==> config.mk <==
export PLATFORM = sky130hd
export DESIGN_NAME = qmode_bringup
export DESIGN_NICKNAME = d
export VERILOG_FILES = /design/src/rtl/qmb_pkg.sv /design/src/rtl/qmb_script.sv /design/src/rtl/qmb_step_next.sv /design/src/rtl/qmb_poll_timer.sv /design/src/rtl/qmode_bringup.sv
export SDC_FILE = /design/constraint.sdc
export NUM_CORES = 1
export LEC_CHECK = 0
export BUFFER_PORTS_ARGS = -buffer_cell sky130_fd_sc_hd__buf_2
export CAP_MARGIN = 0
export CORE_UTILIZATION = 47
export DETAILED_ROUTE_END_ITERATION = 10
export PLACE_DENSITY = 0.8
export REMOVE_ABC_BUFFERS = 1
export SYNTH_ARGS = -nofsm -noshare
export SYNTH_HDL_FRONTEND = slang
export SYNTH_SLANG_ARGS = --single-unit
==> constraint.sdc <==
create_clock -name clk -period 2.5 [get_ports clk]
set_clock_uncertainty 0.1 [all_clocks]
set_input_delay 0.375 -clock clk [delete_from_list [all_inputs] [get_ports clk]]
set_output_delay 0.375 -clock clk [all_outputs]
set_load 0.005 [all_outputs]
==> src/rtl/qmb_pkg.sv <==
package qmb_pkg;

   typedef enum logic [3:0] {
      ST_WREN    = 4'd0,
      ST_POLL_A  = 4'd1,
      ST_WRSR    = 4'd2,
      ST_POLL_B  = 4'd3,
      ST_QMODE   = 4'd4,
      ST_POLL_C  = 4'd5,
      ST_RDPARM  = 4'd6,
      ST_POLL_D  = 4'd7,
      ST_STREAM  = 4'd8
   } step_e;

   typedef enum logic [2:0] {
      F_IDLE  = 3'd0,
      F_ISSUE = 3'd1,
      F_WAIT  = 3'd2,
      F_DONE  = 3'd3,
      F_FAIL  = 3'd4
   } fsm_e;

   localparam logic [7:0] OP_WREN   = 8'h06;
   localparam logic [7:0] OP_RDSR   = 8'h05;
   localparam logic [7:0] OP_WRSR2  = 8'h31;
   localparam logic [7:0] OP_QMODE  = 8'h38;
   localparam logic [7:0] OP_RDPARM = 8'hC0;
   localparam logic [7:0] OP_QREAD  = 8'hEB;

   function automatic logic step_is_poll(step_e s);
      return (s == ST_POLL_A) || (s == ST_POLL_B) ||
             (s == ST_POLL_C) || (s == ST_POLL_D);
   endfunction

endpackage

==> src/rtl/qmb_script.sv <==
module qmb_script
   import qmb_pkg::*;
#(
   parameter int          ADDR_W      = 24,
   parameter int          QE_BIT      = 1,
   parameter int          RP_BIT      = 1,
   parameter logic [7:0]  ALT_VALUE   = 8'hA0,
   parameter logic [ADDR_W-1:0] STREAM_ADDR = '0
) (
   input  step_e             step,
   output logic [7:0]        opcode,
   output logic              quad,
   output logic              addr_en,
   output logic [ADDR_W-1:0] addr,
   output logic              alt_en,
   output logic [7:0]        alt,
   output logic              wr_en,
   output logic [7:0]        wdata,
   output logic              rd_en,
   output logic              stream
);
   localparam logic [7:0] QE_BYTE = 8'(1) << QE_BIT;
   localparam logic [7:0] RP_BYTE = 8'(1) << RP_BIT;

   always_comb begin
      opcode  = OP_RDSR;
      quad    = (step > ST_QMODE);
      addr_en = 1'b0;
      addr    = '0;
      alt_en  = 1'b0;
      alt     = '0;
      wr_en   = 1'b0;
      wdata   = '0;
      rd_en   = 1'b0;
      stream  = 1'b0;
      unique case (step)
         ST_WREN:   opcode = OP_WREN;
         ST_WRSR: begin
            opcode = OP_WRSR2;
            wr_en  = 1'b1;
            wdata  = QE_BYTE;
         end
         ST_QMODE:  opcode = OP_QMODE;
         ST_RDPARM: begin
            opcode = OP_RDPARM;
            wr_en  = 1'b1;
            wdata  = RP_BYTE;
         end
         ST_STREAM: begin
            opcode  = OP_QREAD;
            addr_en = 1'b1;
            addr    = STREAM_ADDR;
            alt_en  = 1'b1;
            alt     = ALT_VALUE;
            stream  = 1'b1;
         end
         ST_POLL_A, ST_POLL_B, ST_POLL_C, ST_POLL_D: begin
            opcode = OP_RDSR;
            rd_en  = 1'b1;
         end
         default: opcode = OP_RDSR;
      endcase
   end
endmodule

==> src/rtl/qmb_step_next.sv <==
module qmb_step_next
   import qmb_pkg::*;
(
   input  step_e cur,
   input  logic  use_rdparm,
   output step_e nxt
);
   always_comb begin
      nxt = step_e'(4'(cur) + 4'd1);
      if (!use_rdparm && (cur == ST_POLL_C))
         nxt = ST_STREAM;
   end
endmodule

==> src/rtl/qmb_poll_timer.sv <==
module qmb_poll_timer #(
   parameter int LIMIT = 4096
) (
   input  logic clk,
   input  logic rst_n,
   input  logic active,
   output logic expired
);
   generate
      if (LIMIT == 0) begin : g_off
         logic unused_in;
         assign unused_in = clk ^ rst_n ^ active;
         assign expired   = 1'b0;
      end else begin : g_on
         localparam int CW = $clog2(LIMIT + 1);
         localparam logic [CW-1:0] LIM = CW'(LIMIT);
         logic [CW-1:0] cnt;
         always_ff @(posedge clk) begin
            if (!rst_n || !active)
               cnt <= '0;
            else if (cnt != LIM)
               cnt <= cnt + 1'b1;
         end
         assign expired = active && (cnt == LIM);
      end
   endgenerate
endmodule

==> src/rtl/qmode_bringup.sv <==
module qmode_bringup
   import qmb_pkg::*;
#(
   parameter int                ADDR_W      = 24,
   parameter int                POLL_LIMIT  = 4096,
   parameter int                BUSY_BIT    = 0,
   parameter int                QE_BIT      = 1,
   parameter int                RP_BIT      = 1,
   parameter logic [7:0]        ALT_VALUE   = 8'hA0,
   parameter logic [ADDR_W-1:0] STREAM_ADDR = '0
) (
   input  logic              clk,
   input  logic              rst_n,
   input  logic              start,
   input  logic              fast_strap,
   output logic              req_valid,
   input  logic              req_ready,
   output logic [7:0]        req_opcode,
   output logic              req_quad,
   output logic              req_addr_en,
   output logic [ADDR_W-1:0] req_addr,
   output logic              req_alt_en,
   output logic [7:0]        req_alt,
   output logic              req_wr_en,
   output logic [7:0]        req_wdata,
   output logic              req_rd_en,
   output logic              req_stream,
   input  logic              rsp_valid,
   input  logic [7:0]        rsp_data,
   output logic              done,
   output logic              err
);
   localparam logic [7:0] BUSY_MASK = 8'(1) << BUSY_BIT;

   generate
      if (ADDR_W < 8 || ADDR_W > 32) begin : g_bad_addr
         $error("ADDR_W must lie in 8..32");
      end
      if (BUSY_BIT < 0 || BUSY_BIT > 7) begin : g_bad_busy
         $error("BUSY_BIT must index a byte");
      end
      if (QE_BIT < 0 || QE_BIT > 7 || RP_BIT < 0 || RP_BIT > 7) begin : g_bad_bits
         $error("QE_BIT and RP_BIT must index a byte");
      end
      if (POLL_LIMIT < 0) begin : g_bad_lim
         $error("POLL_LIMIT must not be negative");
      end
   endgenerate

   fsm_e  state;
   step_e step;
   step_e step_nxt;
   logic  strap_q;
   logic  poll_active;
   logic  poll_expired;
   logic  rsp_busy;

   qmb_script #(
      .ADDR_W      (ADDR_W),
      .QE_BIT      (QE_BIT),
      .RP_BIT      (RP_BIT),
      .ALT_VALUE   (ALT_VALUE),
      .STREAM_ADDR (STREAM_ADDR)
   ) u_script (
      .step    (step),
      .opcode  (req_opcode),
      .quad    (req_quad),
      .addr_en (req_addr_en),
      .addr    (req_addr),
      .alt_en  (req_alt_en),
      .alt     (req_alt),
      .wr_en   (req_wr_en),
      .wdata   (req_wdata),
      .rd_en   (req_rd_en),
      .stream  (req_stream)
   );

   qmb_step_next u_next (
      .cur        (step),
      .use_rdparm (strap_q),
      .nxt        (step_nxt)
   );

   assign poll_active = ((state == F_ISSUE) || (state == F_WAIT)) && step_is_poll(step);

   qmb_poll_timer #(
      .LIMIT (POLL_LIMIT)
   ) u_timer (
      .clk     (clk),
      .rst_n   (rst_n),
      .active  (poll_active),
      .expired (poll_expired)
   );

   assign rsp_busy = |(rsp_data & BUSY_MASK);

   always_ff @(posedge clk) begin
      if (!rst_n) begin
         state   <= F_IDLE;
         step    <= ST_WREN;
         strap_q <= 1'b0;
      end else begin
         unique case (state)
            F_IDLE: begin
               if (start) begin
                  state   <= F_ISSUE;
                  step    <= ST_WREN;
                  strap_q <= fast_strap;
               end
            end
            F_ISSUE: begin
               if (poll_expired)
                  state <= F_FAIL;
               else if (req_ready)
                  state <= (step == ST_STREAM) ? F_DONE : F_WAIT;
            end
            F_WAIT: begin
               if (poll_expired) begin
                  state <= F_FAIL;
               end else if (rsp_valid) begin
                  state <= F_ISSUE;
                  if (!(step_is_poll(step) && rsp_busy))
                     step <= step_nxt;
               end
            end
            F_DONE:  state <= F_DONE;
            F_FAIL:  state <= F_FAIL;
            default: state <= F_IDLE;
         endcase
      end
   end

   assign req_valid = (state == F_ISSUE);
   assign done      = (state == F_DONE);
   assign err       = (state == F_FAIL);

endmodule

==> results.toml, run 1 <==
[logic_synthesis]
yosysSeqAreaShare_pct = 26.2
synth_area_mm2 = 0.00161
synth_ff_type = "dfxtp_1"
synth.distinct_cells = 39
syn_inst = 201
synth_edf_count = 0
yosys_warnings = 0
ys_async_sr_fraction_pct = 0
syn_avg_cell_area_um2 = 7.99
ys_ff_latch = 21

[clock_network]
insertion_delay_ns = 0.30
ctsHoldBuffers = 0
cts_root_buffer = "clkbuf_4"
cts.path.max_buffers = 2
h-tree-depth = 1
clkTransAtPathRegs_ns = 0.11
postCtsSetupBuffers = 0
clock-sinks = 21
cts_buffers = 3
tritoncts = "done"
ctsResizeCount = 0

[global_routing]
grt_first_pass_wirelength_um = 3920
track_usage_pct = 14.3
grt-ovfl-total = 0
busiest_layer = "met2"
grt_use_met1_pct = 16.2
grtUsageMet3_pct = 4.69
met2_usage_pct = 24.8
grt_pass1_vias = 949
grt_start_max_net_pins = 14
antenna_found_initial = 0

[critical_path]
cpMaxStageDelayCell = "dfxtp_1"
required_ns = 2.03
reg2reg_from = "step[1]"
critical-path-max-stage-delay_ns = 0.43
path_common_cell = "inv_1"
path_class = "reg2out"
crit_fanout = 6
startpoint_type = "flip-flop"
worst-path-buf-inv = 3
rr_worst_depth = 7
crit_path_end_kind = "output pin"
crit_chain = "inv_1, ha_1, nor2b_1, nand2_1, inv_1, nor2_1, buf_2"
reg2reg_slack_ns = 0.44
crit_family = "simple AND/OR/NAND/NOR gates"
arrival_ns = 1.75
worstReg2RegEnd = "step[3]"

[sta]
layout_setup_ws_ns = 0.276
setup_tns_ns = 0
slew_violations = 0
fin_crit_ns = 2.22
rsz0062_at_grt = "no"
period_share_pct = 89.0
fmax_mhz = 450
hold_viol_final = 0
final-setup-viol-count = 0
timing.hold.ws_ns = 0.229

[die]
initial_core_util_pct = 51.0
fp.dieW_um = 60.5
row_count = 20
core_area_mm2 = 0.00315
die_y_um = 60.5
dieArea_mm2 = 0.00366
boundaryPins = 71

[drt]
drc = 0
vias = 1198
detail-route-antenna-nets = 0
drt-total-wl_um = 2430
via_per_inst = 4.56
drtIter0Drc = 20
first_pass_iters = 4
wl_per_cell_um = 9.24

[worst_hold_path]
hold_end = "strap_q"
min-delay-start = "fast_strap"
min_path_type = "in2reg"
whs_path_depth = 3

[final_layout]
seqCellArea_um2 = 420
num-fill-cells = 335
finalInstanceArea_mm2 = 0.00160
layout_commonest_cell = "conb_1"
final_util_pct = 50.8
drive_gt1_share_pct = 17.4
final_cells = 263
multi_input_area_um2 = 935
nets = 240
area_growth_pct = -0.390
diodes = 0
layout_common_cells = "conb_1 (37), nor2_1 (26), buf_2 (26), dfxtp_1 (21), nand2_1 (13)"

[power_and_ir_drop]
p_per_area_mw_per_mm2 = 364
ir_drop_mv = 0.238
intPower_mw = 0.433
power_frac_comb_pct = 12.7
seqPwrFrac_pct = 59.8
p_sw_mw = 0.150
p_leak_nw = 0.733
power_frac_clock_pct = 27.4
fin_total_pwr_mw = 0.583
switching_share_pct = 25.8

[place]
place_area_mm2 = 0.00157
placement.io_buffers = 26
post-place-cells = 259
gp_congestion = 0.817
dp_worst_setup_slack_ns = 0.465
dp_hpwl_um = 1920

[job]
maxCapViolCount = 0

[run_status]
status = "finished clean"
[layer usage]
| layer | part of all wire, % | vias to the layer above | wire length (µm) |
|---|---|---|---|
| met5 | 0 | - | 0 |
| met4 | 1.2 | 0 | 28 |
| met3 | 4.7 | 5 | 114 |
| met2 | 51 | 37 | 1230 |
| met1 | 44 | 539 | 1060 |
| li1 | - | 617 | - |
[power by group through the flow]
| stage | Combinational (mW) | Clock (mW) | Sequential, mW |
|---|---|---|---|
| 2_1_floorplan | 0.0549 | 0 | 0.354 |
| 3_3_place_gp | 0.0726 | 0 | 0.356 |
| 3_5_place_dp | 0.0735 | 0 | 0.356 |
| 4_1_cts | 0.0739 | 0.166 | 0.349 |
| 5_1_grt | 0.0873 | 0.185 | 0.350 |
| 6_report | 0.0743 | 0.160 | 0.349 |
[final cells by class]
type                            instances  share of cell area (%)
Clock buffer                            4                    1.64
Tap cell                               44                    3.44
Inverter                                7                    1.64
Sequential cell                        21                    26.3
Multi-Input combinational cell        160                    58.4
Timing Repair Buffer                   27                    8.60
[how the worst max path moves through the flow]
stage               cells after the start       endpoint     from  slack [ns]
finish                                  7  req_opcode[2]  step[0]        0.28
global route                            7  req_opcode[2]  step[0]        0.06
CTS                                     7  req_opcode[2]  step[0]        0.26
detailed placement                      7        step[3]  step[1]        0.46
global placement                        7        step[3]  step[1]        0.50
floorplan                               7        step[3]  step[1]        0.61
[synthesized netlist by cell type, types with 2 or more instances]
library cell / n / area (µm²)
xor2_1: 5 / 43.8
inv_1: 7 / 26.3
clkbuf_1: 4 / 15.0
xnor2_1: 7 / 61.3
nor2b_1: 4 / 25.0
buf_6: 2 / 22.5
o21ai_0: 6 / 30.0
buf_4: 43 / 323
nand2_1: 13 / 48.8
nor4b_2: 2 / 30.0
a21boi_1: 3 / 22.5
nor3b_1: 4 / 30.0
o21a_1: 2 / 15.0
or3_1: 3 / 18.8
nand3_1: 8 / 40.0
a21oi_1: 4 / 20.0
ha_1: 6 / 75.1
nand2b_1: 5 / 31.3
nor2_1: 26 / 97.6
mux2i_1: 5 / 50.1
dfxtp_1: 21 / 420
and3_1: 4 / 25.0
[registers in the layout (all words and copies together) (netlist names)]
name	count
step	4
u_timer.g_on.cnt	13
state	3
strap_q	1
[worst register-to-register path: stages, from the launching register on]
cell	delay, ns
dfxtp_1	0.41
inv_1	0.08
ha_1	0.20
o21ba_2	0.26
a311oi_2	0.26
o21ai_2	0.15
or3_1	0.39
a21boi_1	0.14
[cell families (layout without fill, tap and decap cells)]
| group | count (synthesis) | after routing | synth area share, % |
|---|---|---|---|
| buffers and inverters | 56 | 38 | 24.1 |
| other | 1 | 37 | 0.233 |
| flip-flops | 21 | 21 | 26.2 |
| multiplexers | 6 | 6 | 3.82 |
| adder cells (fa/ha/maj) | 6 | 6 | 4.67 |
| AND/OR/NAND/NOR | 78 | 78 | 25.7 |
| AO/OA/AOI/OAI | 21 | 21 | 8.80 |
| XOR/XNOR | 12 | 12 | 6.54 |
(Power assumes the default switching activity.)
==> inputs of run 2 (changes only) <==
--- a/config.mk
+++ b/config.mk
@@ -7,9 +7,10 @@
 export LEC_CHECK = 0
 export BUFFER_PORTS_ARGS = -buffer_cell sky130_fd_sc_hd__buf_2
 export CAP_MARGIN = 0
-export CORE_UTILIZATION = 47
+export CORE_UTILIZATION = 49
+export CTS_BUF_LIST = sky130_fd_sc_hd__clkbuf_8
 export DETAILED_ROUTE_END_ITERATION = 10
-export PLACE_DENSITY = 0.8
+export PLACE_DENSITY = 0.82
 export REMOVE_ABC_BUFFERS = 1
 export SYNTH_ARGS = -nofsm -noshare
 export SYNTH_HDL_FRONTEND = slang
==> results.toml, run 2 (synthesis gave the netlist of run 1 again) <==
[final_layout]
diodes = 0
largestRegisters = "u_timer.g_on.cnt (13), step (4), state (3)"
layout_common_cells = "conb_1 (37), nor2_1 (26), buf_2 (26), dfxtp_1 (21), nand2_1 (13)"
largest_reg_flops = 13
layout_commonest_cell = "conb_1"
final_util_pct = 52.5
drive_gt1_share_pct = 17.4
final_cells = 262
num-fill-cells = 308
top_register = "u_timer.g_on.cnt"
area_growth_pct = 0.545
nets = 239

[die]
core_area_mm2 = 0.00308
dieArea_mm2 = 0.00351
row_count = 20
initial_core_util_pct = 52.2
die_y_um = 59.3
boundaryPins = 71
fp.dieW_um = 59.3

[drt]
via_per_inst = 4.57
wl_per_cell_um = 9.36
detail-route-antenna-nets = 0
drc = 0
drtIter0Drc = 22
first_pass_iters = 4
vias = 1197
drt-total-wl_um = 2450

[power_and_ir_drop]
p_per_area_mw_per_mm2 = 400
p_sw_mw = 0.165
switching_share_pct = 25.5
p_leak_nw = 0.735
intPower_mw = 0.481
seqPwrFrac_pct = 54.0
power_frac_comb_pct = 11.3
fin_total_pwr_mw = 0.646
ir_drop_mv = 0.300
power_frac_clock_pct = 34.8

[sta]
layout_setup_ws_ns = 0.306
final-setup-viol-count = 0
hold_viol_final = 0
rsz0062_at_grt = "no"
setup_tns_ns = 0
fin_crit_ns = 2.19
period_share_pct = 87.8
slew_violations = 0
fmax_mhz = 456

[critical_path]
crit_fanout = 6
arrival_ns = 1.72
path_class = "reg2out"
required_ns = 2.03
crit_path_end_kind = "output pin"
startpoint_type = "flip-flop"

[clock_network]
cts_buffers = 3
clock-sinks = 21
cts.path.max_buffers = 2
clkTransAtPathRegs_ns = 0.08
cts_root_buffer = "clkbuf_8"
ctsResizeCount = 0
tritoncts = "done"
postCtsSetupBuffers = 0
insertion_delay_ns = 0.26
h-tree-depth = 1
ctsHoldBuffers = 0

[place]
gp_congestion = 0.776
post-place-cells = 258
placement.io_buffers = 26
dp_worst_setup_slack_ns = 0.456
dp_hpwl_um = 1850

[global_routing]
antenna_found_initial = 0
track_usage_pct = 14.9
grt_pass1_vias = 962
grt_first_pass_wirelength_um = 4020
grt_start_max_net_pins = 14
grt-ovfl-total = 0

[worst_hold_path]
min_path_type = "in2reg"

[job]
maxCapViolCount = 0

[run_status]
status = "finished clean"
-- run 2: path summary, 6_finish.rpt --
check	depth (start not counted)	from	end	slack [ns]
worst max-delay path	7	step[0]	req_opcode[2]	0.31
worst min register to register	2	step[1]	step[1]	0.41
worst max register to register	7	step[1]	step[3]	0.45
worst min-delay path	3	fast_strap	strap_q	0.27
-- run 2: area by class of cell --
cell class,count,area [µm²],share of cell area [%]
Tap cell,44,55.1,3.41
Inverter,7,26.3,1.63
Timing Repair Buffer,26,130,8.06
Clock buffer,3,41.3,2.56
Clock inverter,1,7.51,0.465
Sequential cell,21,420,26.0
Multi-Input combinational cell,160,935,57.9
-- run 2: power by group through the flow --
stage	sequential, mW	clock (mW)	combinational, mW
5_1_grt	0.350	0.248	0.0853
2_1_floorplan	0.354	0	0.0549
3_3_place_gp	0.356	0	0.0706
6_report	0.348	0.225	0.0729
3_5_place_dp	0.356	0	0.0715
4_1_cts	0.348	0.232	0.0721
-- run 2: layer usage --
layer  vias to the layer above  global-route usage [%]  share of wire, %
met1                       534                    19.0                47
met3                         4                    4.15               4.9
li1                        616                       -                 -
met2                        43                    23.9                46
met4                         0                    5.10               1.9
met5                         -                       0                 0
-- run 2: stage by stage --
| step | area (µm²) | hold WS (ns) |
|---|---|---|
| 6_report | 1620 | 0.272 |
| 5_1_grt | 1620 | 0.281 |
| 4_1_cts | 1620 | 0.268 |
| 3_5_place_dp | 1570 | 0.402 |
| 3_3_place_gp | 1570 | 0.393 |
| 2_1_floorplan | 1380 | 0.373 |
-- run 2: critical path, cell delays in order, from the launching register on --
cell and delay (ns):
dfxtp_1 0.42, inv_1 0.09, ha_1 0.26, nor2b_1 0.16, nand2_1 0.19, inv_1 0.12, nor2_1 0.11, buf_2 0.11
